## src/rtl/spi_sck_pkg.sv

```systemverilog
package spi_sck_pkg;
  typedef enum logic {
    PH_REST = 1'b0,
    PH_AWAY = 1'b1
  } sck_phase_e;
endpackage

```

## src/rtl/spi_sck_prediv.sv

```systemverilog
module spi_sck_prediv #(
  parameter int HALF_W = 7
) (
  input  logic              clk_i,
  input  logic              rst_ni,
  input  logic              clr_i,
  input  logic [HALF_W-1:0] half_i,
  output logic              tick_o
);
  logic [HALF_W-1:0] cnt_q;

  assign tick_o = ~clr_i & (cnt_q == (half_i - HALF_W'(1)));

  always_ff @(posedge clk_i or negedge rst_ni) begin
    if (!rst_ni)     cnt_q <= '0;
    else if (clr_i)  cnt_q <= '0;
    else if (tick_o) cnt_q <= '0;
    else             cnt_q <= cnt_q + HALF_W'(1);
  end
endmodule

```

## src/rtl/spi_sck_ratediv.sv

```systemverilog
module spi_sck_ratediv #(
  parameter int RATE_W = 8
) (
  input  logic              clk_i,
  input  logic              rst_ni,
  input  logic              clr_i,
  input  logic              tick_i,
  input  logic [RATE_W-1:0] rate_i,
  output logic              wrap_o
);
  logic [RATE_W-1:0] cnt_q;

  assign wrap_o = tick_i & (cnt_q == rate_i);

  always_ff @(posedge clk_i or negedge rst_ni) begin
    if (!rst_ni)      cnt_q <= '0;
    else if (clr_i)   cnt_q <= '0;
    else if (wrap_o)  cnt_q <= '0;
    else if (tick_i)  cnt_q <= cnt_q + RATE_W'(1);
  end
endmodule

```

## src/rtl/spi_sck_edge.sv

```systemverilog
module spi_sck_edge
  import spi_sck_pkg::*;
(
  input  logic clk_i,
  input  logic rst_ni,
  input  logic clr_i,
  input  logic wrap_i,
  input  logic cpol_i,
  output logic sclk_o,
  output logic lead_o,
  output logic trail_o
);
  sck_phase_e phase_q;
  logic       lead_q, trail_q;

  always_ff @(posedge clk_i or negedge rst_ni) begin
    if (!rst_ni) begin
      phase_q <= PH_REST;
      lead_q  <= 1'b0;
      trail_q <= 1'b0;
    end else if (clr_i) begin
      phase_q <= PH_REST;
      lead_q  <= 1'b0;
      trail_q <= 1'b0;
    end else begin
      if (wrap_i) phase_q <= (phase_q == PH_REST) ? PH_AWAY : PH_REST;
      lead_q  <= wrap_i & (phase_q == PH_REST);
      trail_q <= wrap_i & (phase_q == PH_AWAY);
    end
  end

  assign sclk_o  = (phase_q == PH_AWAY) ^ cpol_i;
  assign lead_o  = lead_q;
  assign trail_o = trail_q;
endmodule

```

## src/rtl/spi_sck_gen.sv

```systemverilog
module spi_sck_gen #(
  parameter int PRE_W  = 8,
  parameter int RATE_W = 8
) (
  input  logic              clk_i,
  input  logic              rst_ni,
  input  logic              en_i,
  input  logic              run_i,
  input  logic [PRE_W-1:0]  prescale_i,
  input  logic [RATE_W-1:0] rate_i,
  input  logic              cpol_i,
  output logic              sclk_o,
  output logic              lead_o,
  output logic              trail_o
);
  localparam int HALF_W = PRE_W - 1;

  logic              clr;
  logic [HALF_W-1:0] half_raw, half_eff, half_q;
  logic [RATE_W-1:0] rate_q;
  logic              cpol_q;
  logic              tick, wrap;

  assign clr      = ~(en_i & run_i);
  // prescale LSB dropped; zero forced to the minimum even divisor
  assign half_raw = prescale_i[PRE_W-1:1];
  assign half_eff = (half_raw == '0) ? HALF_W'(1) : half_raw;

  // settings are sampled only while idle
  always_ff @(posedge clk_i or negedge rst_ni) begin
    if (!rst_ni) begin
      half_q <= HALF_W'(1);
      rate_q <= '0;
      cpol_q <= 1'b0;
    end else if (clr) begin
      half_q <= half_eff;
      rate_q <= rate_i;
      cpol_q <= cpol_i;
    end
  end

  spi_sck_prediv #(.HALF_W(HALF_W)) u_prediv (
    .clk_i  (clk_i),
    .rst_ni (rst_ni),
    .clr_i  (clr),
    .half_i (half_q),
    .tick_o (tick)
  );

  spi_sck_ratediv #(.RATE_W(RATE_W)) u_ratediv (
    .clk_i  (clk_i),
    .rst_ni (rst_ni),
    .clr_i  (clr),
    .tick_i (tick),
    .rate_i (rate_q),
    .wrap_o (wrap)
  );

  spi_sck_edge u_edge (
    .clk_i   (clk_i),
    .rst_ni  (rst_ni),
    .clr_i   (clr),
    .wrap_i  (wrap),
    .cpol_i  (cpol_q),
    .sclk_o  (sclk_o),
    .lead_o  (lead_o),
    .trail_o (trail_o)
  );
endmodule

```

## config.mk

```make
export PLATFORM = sky130hd
export DESIGN_NAME = spi_sck_gen
export DESIGN_NICKNAME = d
export VERILOG_FILES = /design/src/rtl/spi_sck_pkg.sv /design/src/rtl/spi_sck_prediv.sv /design/src/rtl/spi_sck_ratediv.sv /design/src/rtl/spi_sck_edge.sv /design/src/rtl/spi_sck_gen.sv
export SDC_FILE = /design/constraint.sdc
export NUM_CORES = 1
export LEC_CHECK = 0
export BUFFER_PORTS_ARGS = -buffer_cell sky130_fd_sc_hd__buf_2
export CAP_MARGIN = 0
export CORE_ASPECT_RATIO = 0.8
export CORE_UTILIZATION = 42
export DETAILED_ROUTE_END_ITERATION = 7
export MAX_ROUTING_LAYER = met4
export SYNTH_ARGS = -nofsm -noshare
export SYNTH_HDL_FRONTEND = slang
export SYNTH_HIERARCHICAL = 1
export SYNTH_SLANG_ARGS = --single-unit
```

## constraint.sdc

```tcl
create_clock -name clk_i -period 3.4 [get_ports clk_i]
set_input_delay 0.17 -clock clk_i [delete_from_list [all_inputs] [get_ports clk_i]]
set_output_delay 0.17 -clock clk_i [all_outputs]
set_load 0.1 [all_outputs]
```

# Word-level counts from Yosys, hierarchy flattened
# Cells that the tools add are included.
# totals
regBits	34
latchBits	0
mem_bits_rw	0
romBits	0
in_bits	21
out_inout_bits	3
wordCells	34
memories	0
# op_classes
addsub	3
multipliers	0
n_div	0
order_cmp	0
n_eq_ne	4
shifts	0
n_mux	11
bitwise	7
n_reduce_logical	1
# op_table
operator	count
$mux 8	3
$mux 7	3
$add 8x1->8 const B	1
$eq 8x8->1	1
$add 7x1->7 const B	1
$eq 7x7->1	1
$logic_not 7->1	1
$sub 7x1->7 const B	1
$and 1x1->1	5
$mux 1	5
$ne 3x1->1 const B	1
$ne 2x1->1 const B	1
$not 1->1	1
$xor 1x1->1	1

# Longest topological paths before layout
# logic_depth
word_depth	6
depth_mapped	11
ltp_nobuf	10

# Cells and area by module
# The synthesis kept the hierarchy.
# modules_own_cells
module	instances	cells_each	area_per_inst_um2	seq_area_each_um2
spi_sck_gen	1	38	643.1	401.6
spi_sck_prediv	1	56	534.3	175.2
spi_sck_ratediv	1	52	533.0	200.2
spi_sck_edge	1	8	113.9	75.1

# Worst setup path after synthesis
# Ideal clock, no wire load.
# synth_timing
path_kind	reg2reg
from	register half_q[0]
to	register u_edge.phase_q
setup_ns	0.121
arrival_time_ns	2.587
required_time_ns	3.279
setup_slack_ns	0.692
path_stages_with_launch	10
path_buffers	1
period_less_slack_ns	2.708
path_cell_list	dfstp_2 -> nor2_1 -> or4b_1 -> a311o_1 -> a31oi_4 -> buf_4 -> nand2_1 -> nor3_4 -> xnor2_1 -> nor2_1
# synth_via
elab_chain_cells	5
# synth_lines
element	line	text
start, declared	spi_sck_gen.sv:19	logic [HALF_W-1:0] half_raw, half_eff, half_q;
start signal, assigned	spi_sck_gen.sv:36	half_q <= half_eff;
$sub 7x1->7	spi_sck_prediv.sv:12	assign tick_o = ~clr_i & (cnt_q == (half_i - HALF_W'(1)));
$eq 7x7->1	spi_sck_prediv.sv:12	
$and 1x1->1	spi_sck_prediv.sv:12	
net tick	spi_sck_gen.sv:22	logic tick, wrap;
$and 1x1->1	spi_sck_ratediv.sv:13	assign wrap_o = tick_i & (cnt_q == rate_i);
net wrap	spi_sck_gen.sv:22	
$ne 2x1->1 (no source line)	--	
end signal, assigned	spi_sck_edge.sv:26	if (wrap_i) phase_q <= (phase_q == PH_REST) ? PH_AWAY : PH_REST;
end, declared	spi_sck_edge.sv:13	sck_phase_e phase_q;
# The timed path passes the listed nets, and every way through them passes these cells.
# A chain may end at the register's enable or synchronous reset.

# Worst setup path after layout
# layout_timing
from	register half_q[1]
to	register u_ratediv.cnt_q[5]
# layout_via
elab_chain_cells	6
word_cells_on_any_way	7
cone_classes	add/sub (1); eq/ne (2); mux (2); bitwise (2)
# layout_lines
element	line	text
$sub 7x1->7 *	spi_sck_prediv.sv:12	
$eq 7x7->1 *	spi_sck_prediv.sv:12	
$and 1x1->1 *	spi_sck_prediv.sv:12	
net tick	spi_sck_gen.sv:22	
$and 1x1->1	spi_sck_ratediv.sv:13	
$mux 8	spi_sck_ratediv.sv:18	else if (wrap_o) cnt_q <= '0;
$mux 8	spi_sck_ratediv.sv:17	else if (clr_i) cnt_q <= '0;
end signal, assigned	spi_sck_ratediv.sv:19	else if (tick_i) cnt_q <= cnt_q + RATE_W'(1);
end, declared	spi_sck_ratediv.sv:11	logic [RATE_W-1:0] cnt_q;
# Mark *: on every way through the listed nets, which the timed path passes. The rest lies on a longest branch.

==> flow_metrics.env <==
export IMPL_outcome="finished, final reports clean"
export IMPL_grt_max_degree=41
export IMPL_async_reset_ff_frac=1.00
export IMPL_die_area_um2=4610
export IMPL_synthesis_area_um2=1820
export IMPL_cts_buffer_depth=2
export IMPL_grt_pass1_wl_um=5750
export IMPL_antenna_found_initial=0
export IMPL_cpMaxStageDelayCell="or4b_1"
export IMPL_synth_edf_count=0
export IMPL_slowest_delay_ns=0.48
export IMPL_setup_tns_ns=0
export IMPL_drive_gt1_frac=0.293
export IMPL_period_minus_slack_ns=2.77
export IMPL_numPortBuffers=22
export IMPL_die_x_um=75.7
export IMPL_grt_overflow=0
export IMPL_cts_tree="built"
export IMPL_gp_congestion=0.811
export IMPL_num_rows=21
export IMPL_worstMarginPinSlew_ns=0.740
export IMPL_crit_type="register to register"
export IMPL_viasPerCell=5.17
export IMPL_setup_viol=0
export IMPL_synth_top_area_share=0.453
export IMPL_maxSlewViolCount=0
export IMPL_area_growth_pct=14.4
export IMPL_crit_path_end_kind="register"
export IMPL_finalClockSkew_ns=0.00529
export IMPL_root_buffer="clkbuf_8"
export IMPL_syn_num_nets=178
export IMPL_hold_viol_final=0
export IMPL_required_ns=3.60
export IMPL_synth_top_flop_cell="dfrtp_1"
export IMPL_crit_chain="inv_1 > ha_1 > or4b_1 > a311o_1 > a31oi_4 > buf_4 > o211a_1 > nand4_1 > xor2_1 > nor3_1"
export IMPL_place_inst=229
export IMPL_htree_levels=2
export IMPL_syn_inst=154
export IMPL_drc_errors=0
export IMPL_grt_pass1_vias=1195
export IMPL_arrival_ns=2.96
export IMPL_pin_count=24
export IMPL_power_density_nw_per_um2=409
export IMPL_yosys_area_top_type="dfrtp_1"
export IMPL_drt_iter0_drc=40
export IMPL_place_hpwl_um=2330
export IMPL_core_region_area_um2=4180
export IMPL_grt_usage=0.183
export IMPL_post_route_period_util=0.814
export IMPL_clock_latency_ns=0.28
export IMPL_antennaDiodeCount=0
export IMPL_nNetsFinal=204
export IMPL_cp_max_fo=16
export IMPL_vias=1231
export IMPL_hp_class="input port to register"
export IMPL_cpLargestDelayFamily="compound AO/OA/AOI/OAI gates"
export IMPL_dr_pass1_iters=4
export IMPL_avgSynthCellArea_um2=11.8
export IMPL_yosys_warnings=6
export IMPL_start_util=0.437
export IMPL_wirelength_um=3420
export IMPL_synth_seq_cells=34
export IMPL_start_kind="register"
export IMPL_cts_resized=0
export IMPL_synth_yosys_seq_area_share=0.467
export IMPL_clock_sinks=34
export IMPL_clkTransAtPathRegs_ns=0.07
export IMPL_maxSlewHeadroom=0.507
export IMPL_fmax_ghz=0.361
export IMPL_die_y_um=60.9
export IMPL_max_vdd_ir_drop_v=0.000252
export IMPL_final_cells=238
export IMPL_p_leak_nw=0.910
export IMPL_cp_num_buf_inv=2
export IMPL_ys_top_cells_by_area="dfrtp_1, xnor2_1, mux2_4"
export IMPL_post_drt_wl_per_cell_um=14.4
export IMPL_rsz0062_at_grt="false"
export IMPL_maxCapViolCount=0
export IMPL_ys_types=43
export IMPL_antenna_left=0
export IMPL_cts_inserted_buffers=5
[through the flow]
stage / total power [W] / setup slack [ns] / hold slack, ns / utilization / instance area, µm²
after floorplan: 0.000516 / 0.692 / -0.126 / - / 1820
after global placement: 0.000546 / 0.695 / 0.281 / 0.474 / 1980
after detailed placement: 0.000550 / 0.624 / 0.285 / 0.474 / 1980
after CTS: 0.000867 / 0.610 / 0.0996 / 0.500 / 2090
after global routing: 0.000901 / 0.442 / 0.105 / 0.500 / 2090
final: 0.000853 / 0.632 / 0.111 / 0.500 / 2090
[cell usage in the layout (no fill, tap or decap), drive strengths merged, types with 2 or more instances in the layout]
cell    synthesis  layout
dfrtp          33      33
buf             4      23
xnor2          18      18
nor3           15      15
mux2           15      15
xor2           11      11
nor2            6       6
clkbuf          1       6
nand2           5       5
a21oi           4       4
nand3           4       4
nor3b           3       3
ha              3       3
nand2b          3       3
nand4           3       3
nor4            2       2
inv             2       2
a21boi          2       2
o21ai           2       2
nand4b          2       2
[state kept, by name, summed over array words and instances (netlist names)]
name,count
u_edge/lead_o,1
rate_q,8
u_ratediv/cnt_q,8
u_prediv/cnt_q,7
u_edge/trail_o,1
u_edge/phase_q,1
cpol_q,1
half_q,7
[area by class of cell]
type | count | area [µm²]
Timing Repair Buffer | 24 | 128
Multi-Input combinational cell | 113 | 933
Tap cell | 57 | 71.3
Inverter | 2 | 7.51
Fill cell | 367 | 2090
Clock buffer | 6 | 82.6
Sequential cell | 34 | 852
Clock inverter | 2 | 12.5
[cell families after synthesis]
group | count (synthesis) | share of synthesized area
compound gates | 16 | 0.0727
xor+xnor | 29 | 0.139
fa+ha+maj | 3 | 0.0206
buf+inv | 7 | 0.0213
flops | 34 | 0.467
mux | 15 | 0.107
simple gates | 50 | 0.172
[repair_timing]
action / CTS / global route
hold endpoints to repair: 33 / 0
setup endpoints to repair: 0 / 0
hold buffers: 1 / 0
buffers inserted: 0 / 0
[cells in the mapped netlist (all sizes together), types with 4 or more instances]
cell type and instances:
a21oi 4, nand2 5, nand3 4, xor2 11
dfrtp 33, xnor2 18, nor2 6, buf 4
mux2 15, nor3 15
[path summary, 6_finish.rpt]
kind | cells after the start | slack [ns] | startpoint | end
max reg2reg | 10 | 0.63 | half_q[1]$_DFFE_PN0N_ | u_ratediv/cnt_q[5]$_DFFE_PN0P_
min reg2reg | 1 | 0.52 | u_edge/phase_q$_DFFE_PN0P_ | u_edge/lead_o$_DFF_PN0_
max in group asynchronous | 2 | 2.44 | rst_ni | u_prediv/cnt_q[3]$_DFF_PN0_
min | 2 | 0.11 | rate_i[5] | rate_q[5]$_DFFE_PN0N_
max | 10 | 0.63 | half_q[1]$_DFFE_PN0N_ | u_ratediv/cnt_q[5]$_DFFE_PN0P_
min in group asynchronous | 2 | 0.49 | rst_ni | half_q[5]$_DFFE_PN0N_
[worst reg2reg max path, delay by kind of cell, from the launching register on]
kind	cells	cell delay, ns
buffers and inverters	2	0.29
AND/OR/NAND/NOR	3	0.74
adder cells (fa/ha/maj)	1	0.25
flip-flops	1	0.42
XOR/XNOR	1	0.16
AO/OA/AOI/OAI	3	0.82
[layer usage]
layer | global-route usage | routed length [µm] | vias to the layer above
met1 | 0.239 | 1720 | 594
met2 | 0.265 | 1530 | 26
met4 | 0.0635 | 34 | 0
li1 | - | - | 609
met3 | 0.0598 | 128 | 2
met5 | - | 0 | -
[power breakdown]
group | leakage (nW) | total [W] | internal [W] | switching (W)
clock | 0.0472 | 0.000312 | 0.000163 | 0.000149
sequential | 0.436 | 0.000441 | 0.000423 | 0.0000183
combinational | 0.427 | 0.000101 | 0.0000498 | 0.0000508
No activity file was read; power rests on OpenSTA's default activity.
